$ cat src/rtl/ide_rt_pkg.sv
package ide_rt_pkg;
  localparam int DW   = 32;
  localparam int SZ_W = 3;

  typedef enum logic [2:0] {
    RT_NONE,
    RT_TASK,
    RT_DATA16,
    RT_DATA32,
    RT_CTRL
  } route_e;

  function automatic logic [DW-1:0] ones_of(input logic [SZ_W-1:0] sz);
    case (sz)
      3'd1:    ones_of = 32'h0000_00FF;
      3'd2:    ones_of = 32'h0000_FFFF;
      default: ones_of = 32'hFFFF_FFFF;
    endcase
  endfunction
endpackage

$ cat src/rtl/ide_rt_decode.sv
module ide_rt_decode
  import ide_rt_pkg::*;
#(
  parameter int OFF_W   = 3,
  parameter int CTL_OFF = 2
) (
  input  logic             win,
  input  logic [OFF_W-1:0] off,
  input  logic [SZ_W-1:0]  size,
  output route_e           route
);
  localparam logic [OFF_W-1:0] CTL_AT = OFF_W'(CTL_OFF);

  always_comb begin
    route = RT_NONE;
    case (size)
      3'd1: route = win ? ((off == CTL_AT) ? RT_CTRL : RT_NONE) : RT_TASK;
      3'd2: if (!win && off == '0) route = RT_DATA16;
      3'd4: if (!win && off == '0) route = RT_DATA32;
      default: route = RT_NONE;
    endcase
  end
endmodule

$ cat src/rtl/ide_rt_rdmux.sv
module ide_rt_rdmux
  import ide_rt_pkg::*;
(
  input  logic            clk,
  input  logic            rst,
  input  logic            rd_req,
  input  route_e          route,
  input  logic [SZ_W-1:0] size,
  input  logic [7:0]      byte_in,
  input  logic [DW-1:0]   word_in,
  input  logic [7:0]      alt_in,
  output logic [DW-1:0]   rd_data,
  output logic            rd_valid
);
  logic [DW-1:0] sel_d;

  always_comb begin
    case (route)
      RT_TASK:   sel_d = {24'h0, byte_in};
      RT_CTRL:   sel_d = {24'h0, alt_in};
      RT_DATA16: sel_d = {16'h0, word_in[15:0]};
      RT_DATA32: sel_d = word_in;
      default:   sel_d = ones_of(size);
    endcase
  end

  always_ff @(posedge clk) begin
    if (rst) begin
      rd_data  <= '0;
      rd_valid <= 1'b0;
    end else begin
      rd_valid <= rd_req;
      if (rd_req) rd_data <= sel_d;
    end
  end

  a_r9_valid_follows_read : assert property (@(posedge clk) disable iff (rst)
    rd_req |=> rd_valid);
  a_r9_no_spurious_valid : assert property (@(posedge clk) disable iff (rst)
    !rd_req |=> !rd_valid);
  a_r10_reset_clears : assert property (@(posedge clk)
    rst |=> (!rd_valid && rd_data == '0));
endmodule

$ cat src/rtl/ide_width_router.sv
module ide_width_router
  import ide_rt_pkg::*;
#(
  parameter int OFF_W   = 3,
  parameter int CTL_OFF = 2
) (
  input  logic             clk,
  input  logic             rst,
  input  logic             req_valid,
  input  logic             req_write,
  input  logic             req_win,
  input  logic [OFF_W-1:0] req_off,
  input  logic [2:0]       req_size,
  input  logic [31:0]      req_wdata,
  output logic [31:0]      rd_data,
  output logic             rd_valid,
  output logic             drv_byte_rd,
  output logic             drv_byte_wr,
  output logic [OFF_W-1:0] drv_byte_sel,
  output logic             drv_word_rd,
  output logic             drv_word_wr,
  output logic             drv_word_wide,
  output logic             drv_ctl_rd,
  output logic             drv_ctl_wr,
  output logic [31:0]      drv_wdata,
  input  logic [7:0]       drv_byte_rdata,
  input  logic [31:0]      drv_word_rdata,
  input  logic [7:0]       drv_alt_status
);
  route_e route;
  logic   rd_req, wr_req;

  ide_rt_decode #(.OFF_W(OFF_W), .CTL_OFF(CTL_OFF)) dec_i (
    .win   (req_win),
    .off   (req_off),
    .size  (req_size),
    .route (route)
  );

  assign rd_req = req_valid && !req_write;
  assign wr_req = req_valid &&  req_write;

  assign drv_byte_rd   = rd_req && route == RT_TASK;
  assign drv_byte_wr   = wr_req && route == RT_TASK;
  assign drv_byte_sel  = req_off;
  assign drv_word_rd   = rd_req && (route == RT_DATA16 || route == RT_DATA32);
  assign drv_word_wr   = wr_req && (route == RT_DATA16 || route == RT_DATA32);
  assign drv_word_wide = route == RT_DATA32;
  assign drv_ctl_rd    = rd_req && route == RT_CTRL;
  assign drv_ctl_wr    = wr_req && route == RT_CTRL;
  assign drv_wdata     = req_wdata;

  ide_rt_rdmux mux_i (
    .clk      (clk),
    .rst      (rst),
    .rd_req   (rd_req),
    .route    (route),
    .size     (req_size),
    .byte_in  (drv_byte_rdata),
    .word_in  (drv_word_rdata),
    .alt_in   (drv_alt_status),
    .rd_data  (rd_data),
    .rd_valid (rd_valid)
  );

  a_r12_single_strobe : assert property (@(posedge clk) disable iff (rst)
    $onehot0({drv_byte_rd, drv_byte_wr, drv_word_rd, drv_word_wr, drv_ctl_rd, drv_ctl_wr}));
  a_r4_ctl_write_dropped : assert property (@(posedge clk) disable iff (rst)
    (wr_req && req_win && (req_size != 3'd1 || req_off != OFF_W'(CTL_OFF)))
      |-> !(drv_byte_wr || drv_word_wr || drv_ctl_wr));
  a_r3_ctl_byte_ones : assert property (@(posedge clk) disable iff (rst)
    (rd_req && req_win && req_size == 3'd1 && req_off != OFF_W'(CTL_OFF))
      |=> rd_data == 32'h0000_00FF);
  a_r8_unaligned_no_strobe : assert property (@(posedge clk) disable iff (rst)
    (req_valid && !req_win && req_size != 3'd1 && req_off != '0)
      |-> !(drv_word_rd || drv_word_wr || drv_byte_rd || drv_byte_wr));
  a_r11_bad_size_ones : assert property (@(posedge clk) disable iff (rst)
    (rd_req && req_size != 3'd1 && req_size != 3'd2 && req_size != 3'd4)
      |=> rd_data == 32'hFFFF_FFFF);
endmodule

$ cat config.mk
export PLATFORM = sky130hd
export DESIGN_NAME = ide_width_router
export DESIGN_NICKNAME = d
export VERILOG_FILES = /design/src/rtl/ide_rt_pkg.sv /design/src/rtl/ide_rt_decode.sv /design/src/rtl/ide_rt_rdmux.sv /design/src/rtl/ide_width_router.sv
export SDC_FILE = /design/constraint.sdc
export NUM_CORES = 1
export LEC_CHECK = 0
export BUFFER_PORTS_ARGS = -buffer_cell sky130_fd_sc_hd__clkbuf_2
export CAP_MARGIN = 10
export CORE_ASPECT_RATIO = 1.25
export CORE_UTILIZATION = 42
export DETAILED_ROUTE_END_ITERATION = 7
export PLACE_DENSITY = 0.87
export SLEW_MARGIN = 20
export SYNTH_ARGS = -nofsm -noshare
export SYNTH_HDL_FRONTEND = slang
export SYNTH_HIERARCHICAL = 1
export SYNTH_SLANG_ARGS = --single-unit
$ cat constraint.sdc
create_clock -name clk -period 3.9 [get_ports clk]
set_input_delay 0 -clock clk [delete_from_list [all_inputs] [get_ports clk]]
set_output_delay 0 -clock clk [all_outputs]
set_load 0.03 [all_outputs]
* Word level (Yosys, flattened, before mapping)
Index checks and enable logic that the tools add are counted.
Storage, ports and cells: register bits 33, input port bits 91, word-level logic and storage cells 30
Operators by class: eq/ne operators 8, mux-type cells 7, reduce and logical (&&, ||, !) cells 13
Operator list (number):
- one-hot mux 32 bit (4 select lines) | 1
- one-hot mux 32 bit (2 select lines) | 1
- equality test 3 x 2 -> 1 bit (second input constant) | 4
- logical AND 1 bit | 9
- one-hot mux 3 bit (3 select lines) | 1
- equality test 3 x 1 -> 1 bit (second input constant) | 2
- equality test 3 bit (second input constant) | 2
- two-way mux 3 bit | 2
- two-way mux 2 bit | 2
- zero test 3 bit | 1
- zero test 1 bit | 2
- logical OR 1 bit | 1

* Depth between registers and ports, before layout
Gate-level depths: netlist of the first run.
depth after elaboration 7, depth in mapped cells 8, gate-level depth less buffers 5

* Hierarchy
Netlist of the first run, hierarchy kept.
By module, submodules not included:
- ide_rt_rdmux | times used 1, cells an instance 184, area each 1571.5 sq um
- ide_width_router | times used 1, cells an instance 49, area each 331.6 sq um
- ide_rt_decode | times used 1, cells an instance 8, area each 73.8 sq um

* Worst setup path before layout of the first run
Ideal clock, no wire load.
path kind input port to flip-flop, start input req_off[2], end register mux_i.rd_data[29], setup time 134 ps, data arrival time 1696 ps, data required time 3766 ps, setup slack 2070 ps, stages 7, path buffers 2, cells stage by stage or4_4 > nor3_1 > buf_6 > nor3_4 > o32ai_4 > buf_6 > a211oi_1
On the way: word-level cells in the longest chain between the ends 6, elaborated cells between the ends (all ways) 13
Ends and longest elaborated chain:
- start: declaration | RTL line ide_width_router.sv:12 | input logic [OFF_W-1:0] req_off,
- zero test 3 bit (*) | RTL line ide_rt_decode.sv:18, ide_rt_decode.sv:19
- logical AND 1 bit (*) | RTL line ide_rt_decode.sv:18, ide_rt_decode.sv:19
- two-way mux 2 bit (on tied branches) | RTL line ide_rt_decode.sv:19, ide_rt_decode.sv:18
- one-hot mux 3 bit (3 select lines) (*) | RTL line ide_rt_decode.sv:16 | case (size)
- named net route[1] | RTL line ide_width_router.sv:30 | route_e route;
- equality test 3 x 2 -> 1 bit (tied with other cells) | RTL line ide_rt_rdmux.sv:18 | case (route)
- one-hot mux 32 bit (4 select lines) (*) | RTL line ide_rt_rdmux.sv:18
- end signal: assignment | RTL line ide_rt_rdmux.sv:33 | if (rd_req) rd_data <= sel_d;
- end: declaration | RTL line ide_rt_rdmux.sv:12 | output logic [DW-1:0] rd_data,
The timed path passes the listed nets; every way through them passes the cells marked *. A chain may end at the register's enable or synchronous reset.

* Worst setup path in the final report of the first run
start input req_size[0], end register mux_i.rd_data[26]
On the way: word-level cells in the longest chain between the ends 4, elaborated cells between the ends (all ways) 10
Ends and longest elaborated chain:
- start: declaration | RTL line ide_width_router.sv:13 | input logic [2:0] req_size,
- equality test 3 bit (tied with other cells) | RTL line ide_rt_decode.sv:16
- one-hot mux 3 bit (3 select lines) (*) | RTL line ide_rt_decode.sv:16
- named net route[0] | RTL line ide_width_router.sv:30
- equality test 3 x 2 -> 1 bit (tied with other cells) | RTL line ide_rt_rdmux.sv:18
- one-hot mux 32 bit (4 select lines) (*) | RTL line ide_rt_rdmux.sv:18
Marked as above.

==> results of run 1 <==
-- logic make-up (layout without fill, tap and decap cells) --
logic type             Yosys count  count (layout)  synth area share, %
flip-flops                      33              33                33.42
buffers and inverters           59             140                19.49
XOR/XNOR                         2               2               0.8862
AO/OA/AOI/OAI                   52              52                21.52
AND/OR/NAND/NOR                 95              95                24.68
-- how the worst max path moves through the flow --
stage                      from                end  depth (start not counted)
floorplan            req_off[2]  mux_i/rd_data[29]                          7
global placement     req_off[2]  mux_i/rd_data[26]                          6
detailed placement  req_size[0]  mux_i/rd_data[26]                          6
CTS                 req_size[0]  mux_i/rd_data[26]                          6
global route        req_size[0]  mux_i/rd_data[25]                          6
finish              req_size[0]  mux_i/rd_data[26]                          6
-- worst max-delay path, cell delays in order --
cell and delay (ps):
clkbuf_2 120, or4_4 540, o41ai_4 810, and3b_1 660, nand2_1 110, a211oi_1 260
-- layer usage --
layer  wire [um]  share of wire [%]  track usage (%)  vias up
met5           0                  0                0        -
met1        2043                 40            23.33      877
met2        2628                 52            36.91       90
met3         251                4.9            3.161       24
met4         178                3.5            12.50        0
li1            -                  -                -      964
-- sequential cells by signal, indices dropped and copies added (netlist names) --
| name | flops |
|---|---|
| mux_i/rd_valid | 1 |
| mux_i/rd_data | 32 |
-- placed cells by master, fill, tap and decap left out, types with 2 or more instances in the layout --
cell           netlist  layout
dfxtp_1             33      33
nor3_2               1       2
nand3b_1            16      16
xnor2_1              2       2
inv_1                5       5
nand2b_1             2       2
clkbuf_2             1     101
a21o_1               8       8
a311oi_1             8       8
clkbuf_8             0       7
dlygate4sd3_1        0      24
nor2_1              40      40
nand2_1             25      25
buf_4               37       2
a211oi_1            24      24
a21oi_1              8       8
or3b_1               2       2
-- synthesized netlist by cell type --
cell type	n	area [sq um]
or4b_1	1	10.01
buf_1	1	3.750
nor3_4	1	16.27
buf_2	7	35.03
buf_4	37	277.8
buf_6	2	22.52
nor3_2	1	10.01
and3b_1	1	8.760
nor4b_1	1	8.760
nand3b_1	16	120.1
clkbuf_1	6	22.52
a21oi_1	8	40.04
a21o_1	8	60.06
nand2_1	25	93.84
nor2_1	40	150.1
o32ai_4	1	27.53
nor3_1	1	5.000
or4_4	1	11.26
nor2b_1	1	6.260
o21a_4	1	15.01
a311oi_1	8	70.07
or2b_1	1	7.510
xnor2_1	2	17.52
dfxtp_1	33	660.6
a211oi_1	24	180.2
nand2b_1	2	12.51
or3b_1	2	17.52
o41ai_2	1	16.27
clkbuf_2	1	5.000
and4b_1	1	10.01
o32ai_2	1	16.27
inv_1	5	18.77
-- layout make-up --
cell class / count / share of cell area [%]
clock buffer: 7 / 3.758
clock inverter: 1 / 0.1952
inverter: 5 / 0.7321
multi-input combinational: 149 / 37.04
sequential: 33 / 25.77
tap: 58 / 2.831
timing repair buffer: 127 / 29.67
-- what timing repair did --
item / CTS / global route
endpoints found under the hold margin: 24 / 0
hold buffers: 24 / 0
buffers inserted: 0 / 0
-- where the power goes --
part	total [mW]	switching [mW]	internal [mW]
Sequential	0.374	0.0125	0.362
Clock	0.275	0.115	0.159
Combinational	0.200	0.120	0.0799
==> flow_summary.yaml, run 1 <==
pwr:
  power_mw: 0.8488
  p_per_area_nw_per_um2: 331.1
  vdd_drop_max_v: 0.0001275
  leakagePower_nw: 1.116
cts:
  cts_resized: 0
  numClockSinks: 33
  clkLatencyLatePin_ps: 270
  h-tree-depth: 2
  numCtsBuffers: 5
  cts_buffer_depth: 2
  clk_pin_slew_ps: 60
  cts_tree: "done"
  root_buffer: "clkbuf_8"
yosys:
  ys_types: 32
  avgSynthCellArea_sq_um: 8.203
  ys_seq_area_share_pct: 33.42
  ys_seq_elements: 33
  syn_nets: 332
  synthCells: 241
  synth_area_sq_um: 1977
  yosysWarnings: 6
sta:
  setup_ws_ps: 1571
  hold_viol: 0
  fin_setup_tns_ps: 0
  period_share_pct: 59.71
  rsz0062_at_grt: "no"
  worst_pin_slew_ps: 996.4
  finClkSkew_ps: 0
  slew_viol_final: 0
  hold_slack_ps: 0.01163
  slew_headroom_pct: 33.35
  fin_crit_ps: 2329
  setup_viol: 0
  fmax_mhz: 429.5
cells_and_area:
  design_area_sq_um: 2564
  diodes: 0
  fin_cells: 380
  area_growth_pct: 29.68
  regArea_sq_um: 660.6
  final_util_pct: 57.49
  n_fill_cell: 421
  drive_above_1_share_pct: 37.27
  multi_input_area_sq_um: 949.7
  layout.nets: 412
die:
  row_count: 27
  die_width_um: 63.37
  core_sq_um: 4459
  die_h_um: 78.71
  ios: 166
  start_util_pct: 44.33
  die-area_sq_um: 4987
placed_design:
  place_area_sq_um: 2220
  globalplace.congestion: 0.8680
  io_buffers: 101
  dp_hpwl_mm: 3.522
  dp.cells: 348
  dp_slack_ps: 1282
setup_path:
  r2r.worst_path.cells: 2
  r2r_slack_ps: 3110
  worstSetupPathType: "input pin to flip-flop"
  worst_r2r_startpoint: "mux_i/rd_data[6]"
  crit_required_ps: 4070
  end_kind: "flip-flop"
  worstPathMaxFanout: 22
  r2r_end: "mux_i/rd_data[6]"
  worst-endpoint-arrival_ps: 2500
  startpoint_type: "input pin"
routing:
  drcViolationCount: 0
  wl_mm: 5.102
  vias: 1955
  ant_nets: 0
  drt-initial-drc-count: 111
  avgRoutedWirePerCell_um: 13.43
  drt-pass1-iter-count: 5
  viasPerCell: 5.145
global_route:
  grt_pass1_vias: 1903
  antenna_found_initial: 0
  grt_max_degree: 35
  global_route.overflow_total: 0
  grt_usage_pct: 20.87
  grt_pass1_wl_mm: 8.293
min_path:
  hold_end: "drv_wdata[3]"
  holdPathStages: 0
  min-delay-start: "req_wdata[3]"
  hold_class: "input pin to primary output"
run:
  drv_cap: 0
run_status:
  outcome: "complete, no violations"
No activity file was read; power rests on OpenSTA's default activity.
==> inputs of run 2 (changes only) <==
CORE_UTILIZATION = 39   (was 42)
PLACE_DENSITY = 0.81   (was 0.87)
clock period = 2.2 ns   (was 3.9 ns; I/O delays follow)
==> flow_summary.yaml, run 2 (synthesized netlist as in run 1, its figures left out) <==
pwr:
  seq_power_share_pct: 45.0
  p_per_area_nw_per_um2: 564.4
  intPower_mw: 1.035
  leakagePower_nw: 1.154
  p_comb_share_pct: 24.5
  switching_power_mw: 0.4414
  vdd_drop_max_v: 0.0001956
  clkPwrFrac_pct: 30.6
  sw_frac_of_total_pct: 29.89
routing:
  ant_nets: 0
  drt-pass1-iter-count: 4
  vias: 2015
  drt-initial-drc-count: 88
  drcViolationCount: 0
  viasPerCell: 5.167
  wl_mm: 5.431
  avgRoutedWirePerCell_um: 13.93
cells_and_area:
  fin_cells: 390
  drive_above_1_share_pct: 38.18
  top_register: "mux_i/rd_data"
  diodes: 0
  largest_reg_flops: 32
  final_common_cell: "clkbuf_2"
  final_cell_mix: "101 x clkbuf_2, 40 x nor2_1, 33 x dfxtp_1, 25 x nand2_1"
  top_regs: "mux_i/rd_data x32, mux_i/rd_valid x1"
  layout.nets: 421
  area_growth_pct: 32.34
  design_area_sq_um: 2616
global_route:
  antenna_found_initial: 0
  grt_pass1_vias: 1849
  grt_pass1_wl_mm: 8.321
  grt_max_degree: 34
  grt_usage_pct: 20.12
  global_route.overflow_total: 0
die:
  row_count: 28
  die-area_sq_um: 5359
  core_sq_um: 4800
  ios: 166
  start_util_pct: 41.19
  die_h_um: 81.60
  die_width_um: 65.68
setup_path:
  worstPathMaxFanout: 7
  startpoint_type: "input pin"
  worst-endpoint-arrival_ps: 1790
  worstSetupPathType: "input pin to primary output"
  worst_r2r_startpoint: "mux_i/rd_data[2]"
  crit_slowest_cell: "or4_4"
  crit_chain: "clkbuf_2 > or4_4 > o41ai_4 > buf_4 > or3b_1 > nor2_1 > clkbuf_2"
  cp_common_cell: "clkbuf_2"
  crit_required_ps: 2200
  max_stage_delay_ps: 550
  cp-startpoint: "req_size[0]"
  r2r.worst_path.cells: 2
  end_kind: "primary output"
min_path:
  holdPathStages: 0
  hold_class: "input pin to primary output"
  min-delay-start: "req_wdata[27]"
cts:
  h-tree-depth: 2
  numCtsBuffers: 5
  cts_buffer_depth: 2
  root_buffer: "clkbuf_8"
  cts_tree: "done"
  numClockSinks: 33
  clkLatencyLatePin_ps: 280
  post_cts_buffers: 0
run_status:
  outcome: "complete, no violations"
placed_design:
  place_area_sq_um: 2290
  globalplace.congestion: 0.8304
  io_buffers: 101
  dp.cells: 359
  dp_hpwl_mm: 3.699
sta:
  finClkSkew_ps: 0
  slew_viol_final: 0
  worst_pin_slew_ps: 719.8
  rsz0062_at_grt: "no"
  period_share_pct: 81.31
  hold_viol: 0
  fin_crit_ps: 1789
  fmax_mhz: 559.0
  setup_viol: 0
  fin_setup_tns_ps: 0
  slew_headroom_pct: 52.01
run:
  drv_cap: 0
==> run 2: changes by cell type in the layout (fill, tap and decap cells not counted) <==
cell      before  now
clkbuf_8       7    6
clkbuf_1       0    1
buf_4          2   11
nor2b_1        0    1
clkinv_2       1    0
nor2b_2        1    0
==> run 2: power by group through the flow <==
stage	Clock, mW	Sequential [mW]	Combinational [mW]
3_3_place_gp	0	0.675	0.322
6_report	0.451	0.664	0.362
4_1_cts	0.467	0.663	0.361
2_1_floorplan	0	0.759	0.226
5_1_grt	0.496	0.667	0.389
3_5_place_dp	0	0.676	0.327
==> run 2: routing by layer <==
layer	global-route usage [%]	vias to the layer above	wire [um]
li1	-	974	-
met1	21.80	943	2226
met2	35.10	70	2683
met3	2.917	28	266
met4	15.00	0	255
met5	0	-	0
==> run 2: critical path: cells and delay by family <==
kind,cells,cell delay [ps]
buffers and inverters,3,540
AND/OR/NAND/NOR,3,1030
AO/OA/AOI/OAI,1,220
==> run 2: layout make-up <==
class,count,area (sq um)
timing repair buffer,136,828.3
clock buffer,7,86.33
inverter,5,18.77
fill,459,2183
multi-input combinational,149,947.2
tap,60,75.07
sequential,33,660.6
==> run 2: timing repair <==
item,CTS,global route
hold endpoints to repair,24,0
hold buffers,24,0
gates resized for setup,0,0
==> run 2: stage by stage <==
step | hold slack [ps] | util [%] | setup WS [ps] | power (mW)
after floorplan | 131.7 | - | 370.1 | 0.9851
after global placement | 0.2048 | 47.71 | 330.1 | 0.9969
after detailed placement | 0.2048 | 47.71 | 274.4 | 1.003
after CTS | 0.2048 | 54.51 | 415.0 | 1.490
after global routing | 0.04342 | 54.51 | 307.9 | 1.552
final | 0.009724 | 54.51 | 411.2 | 1.477
==> run 2: final timing paths <==
path	endpoint	slack (ps)
setup reg to reg	mux_i/rd_data[2]	1420
hold reg to reg	mux_i/rd_data[29]	480
hold / removal	drv_wdata[27]	0.01
setup / recovery	drv_byte_rd	410
==> inputs of run 3 (changes only) <==
CORE_UTILIZATION = 35   (was 39)
PLACE_DENSITY = 0.77   (was 0.81)
clock period = 1.58 ns   (was 2.2 ns; I/O delays follow)
==> flow_summary.yaml, run 3 (synthesized netlist as in run 1, its figures left out) <==
cells_and_area:
  layout.nets: 434
  design_area_sq_um: 2912
  final_cell_mix: "93 x clkbuf_2, 38 x nor2_1, 33 x dfxtp_1, 25 x nand2_1"
  top_regs: "mux_i/rd_data x32, mux_i/rd_valid x1"
  final_common_cell: "clkbuf_2"
  area_growth_pct: 47.28
  top_register: "mux_i/rd_data"
  diodes: 0
  fin_cells: 408
  drive_above_1_share_pct: 47.38
  final_util_pct: 53.49
  largest_reg_flops: 32
setup_path:
  max_stage_delay_ps: 550
  startpoint_type: "input pin"
  crit_slowest_cell: "or4_4"
  r2r_slack_ps: 830
  end_kind: "primary output"
  worst-endpoint-arrival_ps: 1670
  worst_r2r_startpoint: "mux_i/rd_data[5]"
  worstPathMaxFanout: 2
  worstSetupPathType: "input pin to primary output"
  crit_required_ps: 1580
  r2r_end: "mux_i/rd_data[5]"
  r2r.worst_path.cells: 2
  crit_chain: "buf_6 > or4_4 > o41ai_4 > buf_4 > or3b_4 > nor2_2 > clkbuf_8"
die:
  core_sq_um: 5443
  die_h_um: 86.03
  die_width_um: 69.22
  ios: 166
  start_util_pct: 36.32
  die-area_sq_um: 5955
  row_count: 30
routing:
  viasPerCell: 5.002
  drt-initial-drc-count: 62
  wl_mm: 5.422
  drcViolationCount: 0
  avgRoutedWirePerCell_um: 13.29
  ant_nets: 0
  drt-pass1-iter-count: 4
  vias: 2041
cts:
  numCtsBuffers: 5
  h-tree-depth: 2
  cts_tree: "done"
  numClockSinks: 33
  clkLatencyLatePin_ps: 280
  cts_buffer_depth: 2
  root_buffer: "clkbuf_8"
global_route:
  antenna_found_initial: 0
  grt_usage_pct: 17.51
  grt_pass1_wl_mm: 8.500
  grt_max_degree: 34
  global_route.overflow_total: 0
  grt_pass1_vias: 1927
placed_design:
  dp.cells: 375
  place_area_sq_um: 2440
  dp_slack_ps: -271.7
  dp_hpwl_mm: 3.750
  io_buffers: 101
  globalplace.congestion: 0.7309
pwr:
  switching_power_mw: 0.6646
  leakagePower_nw: 1.261
  seq_power_share_pct: 44.0
  sw_frac_of_total_pct: 31.62
  vdd_drop_max_v: 0.0002455
  p_comb_share_pct: 26.6
  intPower_mw: 1.437
  clkPwrFrac_pct: 29.4
  p_per_area_nw_per_um2: 721.8
min_path:
  holdPathStages: 0
  hold_class: "input pin to primary output"
  hold_end: "drv_wdata[7]"
  min-delay-start: "req_wdata[7]"
sta:
  hold_viol: 0
  hold_slack_ps: 0.008410
  slew_headroom_pct: 40.92
  worst_pin_slew_ps: 886.2
  fmax_mhz: 600.2
  period_share_pct: 105.5
  slew_viol_final: 0
  setup_viol: 37
  finClkSkew_ps: 0
  rsz0062_at_grt: "yes"
  setup_ws_ps: -86.11
  fin_crit_ps: 1666
run_status:
  outcome: "complete, but fails checks"
  violations: "negative setup slack"
run:
  drv_cap: 0
run 3: cell count changes in the layout (fill, tap and decap cells not counted), sizes merged:
| cell | change |
|---|---|
| clkinv | +2 |
| clkbuf | -9 |
| clkinvlp | +1 |
| buf | +20 |
run 3: cell type report:
type | count | area (sq um)
repair buffers | 149 | 1017
well taps | 64 | 80.08
flip-flops and latches | 33 | 660.6
fillers | 508 | 2531
clock buffers | 5 | 68.82
clock inverters | 3 | 17.52
multi-input cells | 149 | 1049
inverters | 5 | 18.77
run 3: routing by layer:
metal	up-vias	part of all wire [%]	GRT usage, %
met5	-	0	0
met1	922	41	19.99
li1	1003	-	-
met4	0	3.1	9.462
met3	30	5.2	3.408
met2	86	51	30.71
run 3: worst max-delay path by stage:
stage / start / end / slack (ps) / cells after the start
finish: req_off[2] / drv_byte_wr / -90 / 7
global route: req_off[2] / drv_byte_wr / -130 / 7
CTS: req_off[2] / drv_byte_rd / -90 / 7
detailed placement: req_off[2] / mux_i/rd_data[25] / -270 / 8
global placement: req_off[2] / mux_i/rd_data[11] / -220 / 8
floorplan: req_off[2] / mux_i/rd_data[17] / -150 / 8
run 3: what timing repair did:
item                                   in CTS  in global routing
setup endpoints to repair                   3                 39
pin swaps                                   5                  3
hold buffers                               24                  0
resized for setup                          14                 26
setup buffers                               1                  0
endpoints found under the hold margin      24                  0
run 3: critical path: cells and delay by family:
kind | cells | cell delay [ps]
AND/OR/NAND/NOR | 3 | 1040
AO/OA/AOI/OAI | 1 | 220
buffers and inverters | 3 | 410
run 3: power groups by stage:
stage | Sequential (mW) | Combinational (mW) | Clock, mW
final | 0.924 | 0.559 | 0.619
after global routing | 0.930 | 0.597 | 0.677
after CTS | 0.924 | 0.538 | 0.637
after detailed placement | 0.943 | 0.480 | 0
after global placement | 0.940 | 0.474 | 0
after floorplan | 1.06 | 0.318 | 0
run 3: stage by stage:
stage / setup TNS, ps / power [mW]
after detailed placement: -8076 / 1.423
after CTS: -1193 / 2.098
after global routing: -3278 / 2.204
after global placement: -6478 / 1.414
final: -1123 / 2.101
after floorplan: -2895 / 1.375
